**src/rtl/can_txstat_pkg.sv**
```systemverilog
package can_txstat_pkg;
  typedef enum logic [1:0] {
    REG_PEND   = 2'd0,
    REG_CANCEL = 2'd1,
    REG_ACK    = 2'd2,
    REG_DIR    = 2'd3
  } reg_kind_e;
endpackage

```
**src/rtl/can_txstat_wdec.sv**
```systemverilog
module can_txstat_wdec
  import can_txstat_pkg::*;
#(
  parameter int NUM_MB = 32,
  parameter int WORD_W = 16,
  localparam int HALVES = NUM_MB / WORD_W,
  localparam int HALF_W = (HALVES > 1) ? $clog2(HALVES) : 1,
  localparam int ADDR_W = HALF_W + 2
) (
  input  logic              wr,
  input  logic [ADDR_W-1:0] addr,
  input  logic [WORD_W-1:0] wdata,
  output logic [NUM_MB-1:0] pend_w1,
  output logic [NUM_MB-1:0] cancel_w1,
  output logic [NUM_MB-1:0] ack_w1,
  output logic [NUM_MB-1:0] dir_we,
  output logic [NUM_MB-1:0] dir_val
);
  function automatic logic [NUM_MB-1:0] spread(input logic [HALF_W-1:0] h,
                                               input logic [WORD_W-1:0] d);
    logic [NUM_MB-1:0] v;
    v = '0;
    v[int'(h)*WORD_W +: WORD_W] = d;
    return v;
  endfunction

  reg_kind_e         kind;
  logic [HALF_W-1:0] half;
  logic [NUM_MB-1:0] data_mask;
  logic [NUM_MB-1:0] lane_mask;

  assign kind      = reg_kind_e'(addr[ADDR_W-1 -: 2]);
  assign half      = addr[HALF_W-1:0];
  assign data_mask = spread(half, wdata);
  assign lane_mask = spread(half, {WORD_W{1'b1}});

  always_comb begin
    pend_w1   = '0;
    cancel_w1 = '0;
    ack_w1    = '0;
    dir_we    = '0;
    if (wr) begin
      case (kind)
        REG_PEND:   pend_w1   = data_mask;
        REG_CANCEL: cancel_w1 = data_mask;
        REG_ACK:    ack_w1    = data_mask;
        default:    dir_we    = lane_mask;
      endcase
    end
  end

  assign dir_val = {HALVES{wdata}};
endmodule

```
**src/rtl/can_txstat_rmux.sv**
```systemverilog
module can_txstat_rmux
  import can_txstat_pkg::*;
#(
  parameter int NUM_MB = 32,
  parameter int WORD_W = 16,
  localparam int HALVES = NUM_MB / WORD_W,
  localparam int HALF_W = (HALVES > 1) ? $clog2(HALVES) : 1,
  localparam int ADDR_W = HALF_W + 2
) (
  input  logic [ADDR_W-1:0] addr,
  input  logic [NUM_MB-1:0] pend,
  input  logic [NUM_MB-1:0] cancel,
  input  logic [NUM_MB-1:0] ack,
  input  logic [NUM_MB-1:0] dir,
  output logic [WORD_W-1:0] rdata
);
  function automatic logic [WORD_W-1:0] pick_half(input logic [NUM_MB-1:0] v,
                                                  input logic [HALF_W-1:0] h);
    return v[int'(h)*WORD_W +: WORD_W];
  endfunction

  reg_kind_e         kind;
  logic [NUM_MB-1:0] chosen;

  assign kind = reg_kind_e'(addr[ADDR_W-1 -: 2]);

  always_comb begin
    case (kind)
      REG_PEND:   chosen = pend;
      REG_CANCEL: chosen = cancel;
      REG_ACK:    chosen = ack;
      default:    chosen = dir;
    endcase
  end

  assign rdata = pick_half(chosen, addr[HALF_W-1:0]);
endmodule

```
**src/rtl/can_txstat_mbox.sv**
```systemverilog
module can_txstat_mbox #(
  parameter bit RX_ONLY = 1'b0
) (
  input  logic clk,
  input  logic rst_n,
  input  logic pend_w1,
  input  logic cancel_w1,
  input  logic ack_w1,
  input  logic dir_we,
  input  logic dir_val,
  input  logic tx_done,
  input  logic abort_done,
  output logic pend_q,
  output logic cancel_q,
  output logic ack_q,
  output logic dir_q
);
  // named events for checking
  logic retire;
  logic pend_set_ok;
  logic cancel_set_ok;
  logic dir_d;

  assign retire        = tx_done | abort_done;
  assign pend_set_ok   = pend_w1 & dir_q;
  assign cancel_set_ok = cancel_w1 & pend_q & dir_q;
  assign dir_d         = RX_ONLY ? 1'b0 : (dir_we ? dir_val : dir_q);

  always_ff @(posedge clk or negedge rst_n) begin
    if (!rst_n) begin
      dir_q    <= 1'b0;
      pend_q   <= 1'b0;
      cancel_q <= 1'b0;
      ack_q    <= 1'b0;
    end else begin
      dir_q    <= dir_d;
      pend_q   <= retire ? 1'b0 : (pend_q | pend_set_ok);
      cancel_q <= retire ? 1'b0 : (cancel_q | cancel_set_ok);
      ack_q    <= tx_done | (ack_q & ~ack_w1);
    end
  end

  assert_cancel_implies_pend_R5: assert property (@(posedge clk) disable iff (!rst_n)
    cancel_q |-> pend_q);

  assert_pend_rise_needs_dir_R4: assert property (@(posedge clk) disable iff (!rst_n)
    $rose(pend_q) |-> $past(dir_q));

  assert_abort_retires_R6: assert property (@(posedge clk) disable iff (!rst_n)
    abort_done |=> (!pend_q && !cancel_q));

  assert_success_acks_R7: assert property (@(posedge clk) disable iff (!rst_n)
    tx_done |=> (ack_q && !pend_q && !cancel_q));

  assert_ack_w1c_R8: assert property (@(posedge clk) disable iff (!rst_n)
    (ack_w1 && !tx_done) |=> !ack_q);

  assert_ack_set_wins_R9: assert property (@(posedge clk) disable iff (!rst_n)
    (ack_w1 && tx_done) |=> ack_q);

  generate
    if (RX_ONLY) begin : g_rx_chk
      assert_rx_only_idle_R10: assert property (@(posedge clk) disable iff (!rst_n)
        (!dir_q && !pend_q && !cancel_q));
    end
  endgenerate
endmodule

```
**src/rtl/can_txstat_regs.sv**
```systemverilog
module can_txstat_regs #(
  parameter int NUM_MB = 32,
  parameter int WORD_W = 16,
  localparam int HALVES = NUM_MB / WORD_W,
  localparam int HALF_W = (HALVES > 1) ? $clog2(HALVES) : 1,
  localparam int ADDR_W = HALF_W + 2
) (
  input  logic              clk,
  input  logic              rst_n,
  input  logic              bus_wr,
  input  logic [ADDR_W-1:0] bus_addr,
  input  logic [WORD_W-1:0] bus_wdata,
  output logic [WORD_W-1:0] bus_rdata,
  input  logic [NUM_MB-1:0] tx_done,
  input  logic [NUM_MB-1:0] abort_done,
  output logic [NUM_MB-1:0] pend_vec,
  output logic [NUM_MB-1:0] cancel_vec
);
  logic [NUM_MB-1:0] pend_w1, cancel_w1, ack_w1, dir_we, dir_val;
  logic [NUM_MB-1:0] pend_q, cancel_q, ack_q, dir_q;

  can_txstat_wdec #(.NUM_MB(NUM_MB), .WORD_W(WORD_W)) u_wdec (
    .wr        (bus_wr),
    .addr      (bus_addr),
    .wdata     (bus_wdata),
    .pend_w1   (pend_w1),
    .cancel_w1 (cancel_w1),
    .ack_w1    (ack_w1),
    .dir_we    (dir_we),
    .dir_val   (dir_val)
  );

  generate
    for (genvar m = 0; m < NUM_MB; m++) begin : g_mb
      can_txstat_mbox #(.RX_ONLY(m == 0)) u_mbox (
        .clk        (clk),
        .rst_n      (rst_n),
        .pend_w1    (pend_w1[m]),
        .cancel_w1  (cancel_w1[m]),
        .ack_w1     (ack_w1[m]),
        .dir_we     (dir_we[m]),
        .dir_val    (dir_val[m]),
        .tx_done    (tx_done[m]),
        .abort_done (abort_done[m]),
        .pend_q     (pend_q[m]),
        .cancel_q   (cancel_q[m]),
        .ack_q      (ack_q[m]),
        .dir_q      (dir_q[m])
      );
    end
  endgenerate

  can_txstat_rmux #(.NUM_MB(NUM_MB), .WORD_W(WORD_W)) u_rmux (
    .addr   (bus_addr),
    .pend   (pend_q),
    .cancel (cancel_q),
    .ack    (ack_q),
    .dir    (dir_q),
    .rdata  (bus_rdata)
  );

  assign pend_vec   = pend_q;
  assign cancel_vec = cancel_q;

  assert_write_ack_unrelated_kept_R2: assert property (@(posedge clk) disable iff (!rst_n)
    (!bus_wr && tx_done == '0) |=> (ack_q == $past(ack_q)));
endmodule

```
**config.mk**
```make
export PLATFORM = sky130hd
export DESIGN_NAME = can_txstat_regs
export DESIGN_NICKNAME = d
export VERILOG_FILES = /design/src/rtl/can_txstat_pkg.sv /design/src/rtl/can_txstat_wdec.sv /design/src/rtl/can_txstat_rmux.sv /design/src/rtl/can_txstat_mbox.sv /design/src/rtl/can_txstat_regs.sv
export SDC_FILE = /design/constraint.sdc
export NUM_CORES = 1
export LEC_CHECK = 0
export ABC_AREA = 0
export BUFFER_PORTS_ARGS = -buffer_cell sky130_fd_sc_hd__buf_2
export CORE_MARGIN = 10
export CORE_UTILIZATION = 55
export CTS_CLUSTER_SIZE = 30
export DETAILED_ROUTE_END_ITERATION = 10
export PLACE_DENSITY = 0.84
export SKIP_LAST_GASP = 1
export SYNTH_ARGS = -nofsm -noshare
export SYNTH_HDL_FRONTEND = slang
export SYNTH_HIERARCHICAL = 1
export SYNTH_SLANG_ARGS = --single-unit
```
**constraint.sdc**
```tcl
create_clock -name clk -period 2.6 [get_ports clk]
set_input_delay 0.52 -clock clk [delete_from_list [all_inputs] [get_ports clk]]
set_output_delay 0.52 -clock clk [all_outputs]
set_load 0.02 [all_outputs]
```
; ---- Word-level counts from Yosys, hierarchy flattened
; Cells that the tools add are included.
[classes]
shifts = 4
reduce_logical = 2
add_sub_neg = 1
eq_ne = 2
bitwise_logic = 285
n_mux = 72
[ops]
columns = operator, count
row1 = 2-to-1 mux 32 bit, 8
row2 = OR 1 bit, 126
row3 = AND 1 bit, 125
row4 = case mux 32 bit (3 select lines), 1
row5 = AND 32 bit, 2
row6 = 2-to-1 mux 1 bit, 63
row7 = negator 5 -> 33 bit, 1
row8 = variable shift 16 x 33 -> 32 bit (first input constant), 1
row9 = variable part select 16 x 33 -> 32 bit, 1
row10 = variable part select 16 x 33 -> 32 bit (first input constant), 1
row11 = inverter 1 bit, 32
row12 = variable part select 32 x 6 -> 16 bit, 1
row13 = OR reduction 3 bit, 1
row14 = equality test 2 x 1 -> 1 bit (second input constant), 1
row15 = equality test 2 bit (second input constant), 1
row16 = logical NOT 2 bit, 1
[word_totals]
in_bits = 86
wordCells = 492
regBits = 126
output_inout_bits = 80

; ---- Depth between registers and ports, before layout
; Gate-level depths: netlist of the first run.
[depth]
word_depth = 9
depth_mapped = 6
depth_no_buf = 4

; ---- Modules after synthesis
; Netlist of the first run, hierarchy kept.
[modules_own_cells]
columns = module, area_per_inst_um2, n_inst, cells_each, seq_area_each_um2
row1 = can_txstat_mbox (g_mb[10].u_mbox ...), 152.6, 31, 11, 100.1
row2 = can_txstat_wdec, 1287.5, 1, 181, 0.0
row3 = can_txstat_rmux, 1084.8, 1, 58, 0.0
row4 = can_txstat_mbox (g_mb[0].u_mbox), 62.6, 1, 7, 25.0

; ---- Worst setup path after synthesis of the first run
; Ideal clock, no wire load.
[synth_path]
kind = input-to-output
start = input port bus_addr[1]
end = output port bus_rdata[0]
n_path_buf = 2
path_stages = 4
t_required_ns = 2.080
setup_slack_ns = 0.473
arrival_ns = 1.607
path_cell_list = buf_6 > buf_8 > mux4_1 > mux2_2
[synth_via]
elab_chain_cells = 3
word_cells_on_any_way = 5
classes_between = eq/ne (2) / shift (1) / mux (1) / reduce/logical (1)
[synth_rtl]
columns = item, line_no
row1 = start: declaration, can_txstat_regs.sv:11  ; input logic [ADDR_W-1:0] bus_addr,
row2 = "equality test 2 bit, or another cell as far along", can_txstat_rmux.sv:28  ; case (kind)
row3 = case mux 32 bit (3 select lines) *, can_txstat_rmux.sv:28
row4 = variable part select 32 x 6 -> 16 bit *, can_txstat_rmux.sv:19  ; return v[int'(h)*WORD_W +: WORD_W];
row5 = end: declaration, can_txstat_regs.sv:13  ; output logic [WORD_W-1:0] bus_rdata,
; Every way passes the cells marked *; elsewhere a longest branch is shown, timed or not.

; ---- Worst setup path after layout of the first run
[layout_path]
start = input port bus_addr[0]
end = output port bus_rdata[2]
[layout_via]
elab_chain_cells = 1
[layout_rtl]
columns = item, line_no
row1 = variable part select 32 x 6 -> 16 bit, can_txstat_rmux.sv:19
; No other way between the ends.

==> metrics, run 1 <==
via count=5,168; vias in the first global route=5,632; Slew Limit Fails=0; die area=0.0180 mm²; Rows=41; insertion delay to the later sink of the worst-skew pair=roughly 420 ps; FF-to-FF path depth=2; CP bufs+invs=3; Initial Util=a little under three fifths; Setup Fix Bufs, Post-CTS=0; Fin. Hold Viols=0; r2r setup slk=approximately 1700 ps; Final #Nets=787; critical path cell sequence=buf_2, buf_12, mux4_1, mux2_2, buf_2; H-tree depth=4; gpl congestion=around 0.83; CTS root buf=clkbuf_16; achievable frequency=~410 MHz; Post-route DRC=0; Crit path max-delay family=multiplexers; Routed Antenna Nets=0; Longest Clk Path Bufs=2; minimum clock period after layout=around 2400 ps; Worst EP arrival=1930 ps; period utilization=94.1%; RR Endpoint=g_mb[31].u_mbox/cancel_q; # Max-Cap Violations=0; Peak supply drop=472 µV; antenna cells=0; final core occ=around two thirds; area added between synthesis and finish=16.7%; DRT Wirelength=between 15,000 and 20,000 µm; Pre-antenna DRT Iters=5; status=finished, final reports clean; NetSw=0.00134 W; Critical R2R Launch=g_mb[31].u_mbox/dir_q; ratio of cells with drive above 1 in the final layout=between 40% and 50%; Cell Int Power=~0.0039 W; critical path class=in2out; largest net degree at the start of global routing=70; initial antenna violation count=0; Clock power frac=~46%; worst hold path type=in2async; Reg clk slew, reported paths=approximately 60 ps; wire length per cell=between 20 and 25 µm; CP endpoint kind=output pin; core area=0.0127 mm²; Post-Syn Instances=584; drt via density=just under 6; first-pass GRT wire length=roughly 30,000 µm; Sequential Power Share=between 40 and 50%; Sw Share=25.4%; CTS tree=yes; Global Route Usage Sum=between 20% and 30%; Mapped Area=0.00715 mm²; Crit Path Max Fanout=24; CTS Buf Count=17; die height=134 µm; Crit path largest cell delay=between 500 and 600 ps; most frequent cells in the layout=161 x buf_2, 125 x dfrtp_1, 53 x and2_1; slowest CP cell=mux4_1; # hold bufs at CTS=0; combinational share of power=12.5%; Fillers=933; Die Width=134 µm; num ports=166; Port Buf Inserts=162; HPWL after DPL=around 13,000 µm; leak pwr=3.91 nW; Final Skew=approximately 3.1 ps; power per cell area=634 mW/mm²; most used cell, CP=buf_2; required time of the worst setup path=between 2000 and 2500 ps; commonest non-fill, non-tap cell in the layout=buf_2; Overflow after GRT=0; drt first-iter violations=332; CTS Sinks=125; RSZ-0062 raised after global routing=no; final setup fails=0; Yosys warning total=6; Fin Setup TNS=0 ps; Avg Cell Area, Syn=12.2 µm²; cts repair resizes=0; crit start category=primary input
through the flow:
step | setup WS (ps) | total power, W | instances | cell area [µm²] | hold slack [ps]
floorplan | 473 | 0.00263 | 586 | 7150 | 224
global placement | 203 | 0.00286 | 854 | 7730 | 450
detailed placement | 151 | 0.00288 | 854 | 7730 | 458
CTS | 153 | 0.00532 | 886 | 8340 | 17.6
global route | 113 | 0.00548 | 886 | 8340 | 37.5
finish | 153 | 0.00529 | 886 | 8340 | 23.6
worst reg2reg max path, delay by kind of cell, from the launching register on:
kind               cells  cell delay (ps)
AOI/OAI and AO/OA      1              300
and+or+nand+nor        1               80
DFF                    1              430
registers in the layout (all words and copies together) (netlist names):
name                  count
g_mb.u_mbox/dir_q        31
g_mb.u_mbox/cancel_q     31
g_mb.u_mbox/pend_q       31
g_mb.u_mbox/ack_q        32
worst max path at each step:
| stage | from | endpoint | slack [ps] | depth (start not counted) |
|---|---|---|---|---|
| detailed placement | bus_addr[0] | bus_rdata[2] | 150 | 5 |
| finish | bus_addr[0] | bus_rdata[2] | 150 | 5 |
| global placement | bus_addr[1] | bus_rdata[1] | 200 | 5 |
| floorplan | bus_addr[1] | bus_rdata[0] | 470 | 4 |
| CTS | bus_addr[0] | bus_rdata[2] | 150 | 5 |
| global route | bus_addr[0] | bus_rdata[2] | 110 | 5 |
power by group through the flow:
stage,clock (W),combinational (W),sequential (W)
2_1_floorplan,0,0.000448,0.00219
3_3_place_gp,0,0.000640,0.00222
3_5_place_dp,0,0.000661,0.00222
4_1_cts,0.00246,0.000665,0.00219
5_1_grt,0.00256,0.000709,0.00222
6_report,0.00243,0.000661,0.00220
cell type report:
class                           instances  area, µm²  share of cell area [%]
Multi-Input combinational cell        344       3250                    39.0
Sequential cell                       125       3130                    37.5
Timing Repair Buffer                  181       1020                    12.2
Clock buffer                           18        439                    5.27
Tap cell                              172        215                    2.58
Clock inverter                         14        169                    2.03
Inverter                               32        120                    1.44
per-layer routing:
layer | wire length [µm] | GRT usage (%) | vias up
met4 | 516 | 9.19 | 0
met1 | 7270 | 24.6 | 2608
li1 | - | - | 2302
met2 | 9680 | 36.5 | 219
met3 | 1450 | 6.27 | 39
met5 | 0 | 0 | -
(Power assumes the default switching activity.)
==> run 2: changes to the inputs <==
==> constraint.sdc (replaced) <==
create_clock -name clk -period 2.6 [get_ports clk]
set_input_delay 0.26 -clock clk [delete_from_list [all_inputs] [get_ports clk]]
set_output_delay 0.26 -clock clk [all_outputs]
set_load 0.02 [all_outputs]
==> metrics, run 2 (synthesis results as in run 1) <==
Initial Util=56.4%; die height=134 µm; Rows=41; core area=0.0127 mm²; via count=5,116; Slew Limit Fails=0; antenna cells=0; critical path class=reg2out; most frequent cells in the layout=161 x buf_2, 125 x dfrtp_1, 53 x and2_1; initial antenna violation count=0; Largest Register=g_mb.u_mbox/ack_q; CTS tree=yes; CP bufs+invs=1; hold_ws=16.1 ps; worst hold path type=in2reg; status=finished, final reports clean; RR Endpoint=g_mb[21].u_mbox/cancel_q; Final Skew=~4.5 ps; Crit path max-delay family=multiplexers; Max-slew headroom=59.9%; max reg flops=32; total power=between 0.005 and 0.006 W; Sequential Area=0.00313 mm²; ratio of cells with drive above 1 in the final layout=42.6%; cts repair resizes=0; num ports=166; achievable frequency=approximately 480 MHz; Worst EP arrival=1840 ps; Fillers=~960; wire length per cell=21.7 µm; FF-to-FF path depth=2; Crit Path Max Fanout=4; commonest non-fill, non-tap cell in the layout=buf_2; Port Buf Inserts=approximately 160; area of the multi-input gates=0.00325 mm²; Crit path largest cell delay=560 ps; Longest Clk Path Bufs=2; CTS Sinks=125; Setup Fix Bufs, Post-CTS=0; RSZ-0062 raised after global routing=no; largest net degree at the start of global routing=64; period utilization=80.6%; CP endpoint kind=output pin; CTS root buf=clkbuf_16; Die Width=between 100 and 150 µm; Inst Count DP=848; final setup fails=0; Global Route Usage Sum=21.6%; Critical R2R Launch=g_mb[21].u_mbox/dir_q; minimum clock period after layout=2100 ps; drt via density=roughly 5.8; r2r setup slk=1730 ps; Levels on crit path=3; crit start category=register; Pre-antenna DRT Iters=4; drt first-iter violations=250; HPWL after DPL=13,100 µm; first-pass GRT wire length=30,600 µm; H-tree depth=4; # hold bufs at CTS=5; DRT Wirelength=19,200 µm; power per cell area=631 mW/mm²; die area=~0.018 mm²; Final #Nets=786; required time of the worst setup path=2340 ps; Overflow after GRT=0; Reg clk slew, reported paths=50 ps; Fin Setup TNS=0 ps; CTS Buf Count=17; leak pwr=3.91 nW; Worst Min Path Start=abort_done[27]; Routed Antenna Nets=0; insertion delay to the later sink of the worst-skew pair=just over 400 ps; Worst setup endpoint=bus_rdata[5]; gpl congestion=0.814; area added between synthesis and finish=16.5%; slowest CP cell=mux4_1; # Max-Cap Violations=0; Fin. Hold Viols=0; worst setup path start=g_mb[5].u_mbox/dir_q; critical path cell sequence=mux4_1, mux2_2, buf_2; Post-route DRC=0; Peak supply drop=about 350 µV; vias in the first global route=5,633; fin cells=885; Worst-Margin Slew=approximately 600 ps
==> run 2: cell types whose count changed in the layout (fill, tap and decap cells not counted), sizes merged <==
cell / previous run / this run
inv: 33 / 32
clkinv: 5 / 4
clkinvlp: 5 / 0
buf: 181 / 175
clkbuf: 18 / 26
bufinv: 3 / 2
dlygate4sd3: 0 / 5
==> run 2: report_power, final <==
| group | total (W) | switching (W) | internal [W] |
|---|---|---|---|
| Combinational | 0.000662 | 0.000318 | 0.000344 |
| Clock | 0.00239 | 0.000834 | 0.00156 |
| Sequential | 0.00220 | 0.000131 | 0.00207 |
==> run 2: final cells by class <==
cell class | instances | share of cell area (%)
inverters | 32 | 1.44
repair buffers | 180 | 12.1
multi-input cells | 344 | 39.1
clock buffers | 26 | 6.24
clock inverters | 6 | 0.962
flip-flops and latches | 125 | 37.6
well taps | 172 | 2.59
==> run 2: worst min path at each step <==
stage	to	slack [ps]	cells after the start
2_1_floorplan	g_mb[0].u_mbox/ack_q	-40	0
6_report	g_mb[27].u_mbox/cancel_q	20	2
3_5_place_dp	g_mb[15].u_mbox/cancel_q	310	1
5_1_grt	g_mb[20].u_mbox/cancel_q	0.1	2
4_1_cts	g_mb[20].u_mbox/cancel_q	0.2	2
3_3_place_gp	g_mb[15].u_mbox/pend_q	300	1
==> run 2: through the flow <==
stage,util (%),worst slack (ps),area (µm²)
detailed placement,60.6,625,7670
global route,65.7,442,8320
finish,65.7,505,8320
floorplan,-,993,7150
CTS,65.7,495,8320
global placement,60.6,648,7670
==> run 2: per-layer routing <==
metal | wire length, µm | GRT usage, % | vias up
li1 | - | - | 2306
met1 | 7570 | 25.3 | 2578
met2 | 9830 | 36.7 | 197
met3 | 1390 | 5.41 | 35
met4 | 383 | 9.73 | 0
met5 | 0 | 0 | -
==> run 3: changes to the inputs <==
clock period = 1.96 ns   (was 2.6 ns; I/O delays follow)
==> metrics, run 3 (synthesis results as in run 1) <==
status=finished, violations left; violated checks=negative setup slack; Worst-Margin Slew=749 ps; # Max-Cap Violations=0; final setup fails=2; required time of the worst setup path=around 1800 ps; busiest grt layer=met2; power per cell area=755 mW/mm²; vias in the first global route=6,561; core area=0.0127 mm²; Fin. Hold Viols=0; Largest Register=g_mb.u_mbox/ack_q; gpl congestion=between 0.8 and 0.9; met2 Track Usage GR=42.6%; Overflow after GRT=0; DRT Wirelength=23,200 µm; Final #Nets=949; most frequent cells in the layout=150 x buf_2, 125 x dfrtp_1, 95 x dlygate4sd3_1; area added between synthesis and finish=36.8%; commonest non-fill, non-tap cell in the layout=buf_2; RSZ-0062 raised after global routing=yes; largest net degree at the start of global routing=126; slowest CP cell=mux4_2; CP endpoint kind=output pin; Peak supply drop=467 µV; first-pass GRT wire length=35,300 µm; CTS tree=yes; worst hold path type=in2reg; num ports=166; Slew Limit Fails=0; final worst slack=-4.93 ps; Pre-antenna DRT Iters=5; Final Skew=9.36 ps; Rows=41; Routed Antenna Nets=0; pre-CTS WS=152 ps; Worst EP arrival=1770 ps; Reg clk slew, reported paths=60 ps; CP bufs+invs=1; critical path class=reg2out; period utilization=100%; GRT met1 Usage=27.4%; Longest Clk Path Bufs=2; Initial Util=56.4%; initial antenna violation count=1; leak pwr=between 4 and 5 nW; Max-slew headroom=50.0%; drt via density=just under 6; drt first-iter violations=546; die area=0.0180 mm²; H-tree depth=4; ratio of cells with drive above 1 in the final layout=45.4%; hold_ws=around 81 ps; crit start category=register; die height=~130 µm; max reg flops=32; via count=between 6,000 and 7,000; critical path cell sequence=mux4_2, mux2_2, buf_4; CTS Buf Count=17; HPWL after DPL=13,200 µm; Die Width=134 µm; Port Buf Inserts=162; CTS Sinks=125; Post-route DRC=0; CTS root buf=clkbuf_16; achievable frequency=509 MHz; Crit path largest cell delay=460 ps; Crit Path Max Fanout=4; wire length per cell=22.1 µm; Global Route Usage Sum=24.9%; met3 Use GR=7.02%; insertion delay to the later sink of the worst-skew pair=420 ps; Crit path max-delay family=multiplexers; minimum clock period after layout=between 1500 and 2000 ps
-- run 3: area by class of cell --
cell class | count | area [µm²]
Multi-Input combinational cell | 344 | 3190
Sequential cell | 125 | 3130
Fill cell | 755 | 2890
Timing Repair Buffer | 343 | 2530
Clock buffer | 20 | 447
Tap cell | 172 | 215
Clock inverter | 12 | 145
Inverter | 32 | 120
Antenna cell | 1 | 2.50
-- run 3: worst paths after layout --
kind / from / endpoint / slack [ps] / cells past startpoint
worst max-delay path: g_mb[14].u_mbox/pend_q / bus_rdata[14] / -5 / 3
worst min-delay path: bus_wdata[0] / g_mb[16].u_mbox/dir_q / 80 / 2
worst max register to register: g_mb[15].u_mbox/dir_q / g_mb[15].u_mbox/cancel_q / 350 / 5
worst min register to register: g_mb[26].u_mbox/ack_q / g_mb[26].u_mbox/ack_q / 470 / 1
max in group asynchronous: rst_n / g_mb[24].u_mbox/ack_q / 980 / 3
min in group asynchronous: rst_n / g_mb[14].u_mbox/pend_q / 350 / 3
-- run 3: layer usage --
layer  vias up  part of all wire (%)  routed length (µm)
li1       2612                     -                   -
met1      3036                    36                8430
met4         0                   4.7                1090
met2       329                    51               11900
met3        79                   7.7                1790
met5         -                     0                   0
-- run 3: where the power goes --
group / total [W] / switching (W) / leakage (nW) / internal, W
clock network: 0.00317 / 0.00115 / 0.282 / 0.00202
registers: 0.00286 / 0.000116 / 1.52 / 0.00274
logic: 0.00135 / 0.000599 / 2.86 / 0.000755
total: 0.00739 / 0.00187 / 4.66 / 0.00552
-- run 3: what timing repair did --
item	4_1_cts	5_1_grt
endpoints found under the hold margin	206	0
gates resized for setup	6	35
hold buffers	95	0
buffers inserted	34	31
setup endpoints to repair	14	16
-- run 3: through the flow --
stage	utilization (%)	TNS [ps]	instances	area, µm²	power [W]
6_report	77.2	-6.54	1049	9780	0.00739
5_1_grt	77.2	-98.1	1049	9780	0.00765
4_1_cts	75.4	-18.5	1017	9550	0.00726
3_5_place_dp	61.2	0	856	7760	0.00383
3_3_place_gp	61.2	0	856	7760	0.00380
2_1_floorplan	-	0	586	7150	0.00349
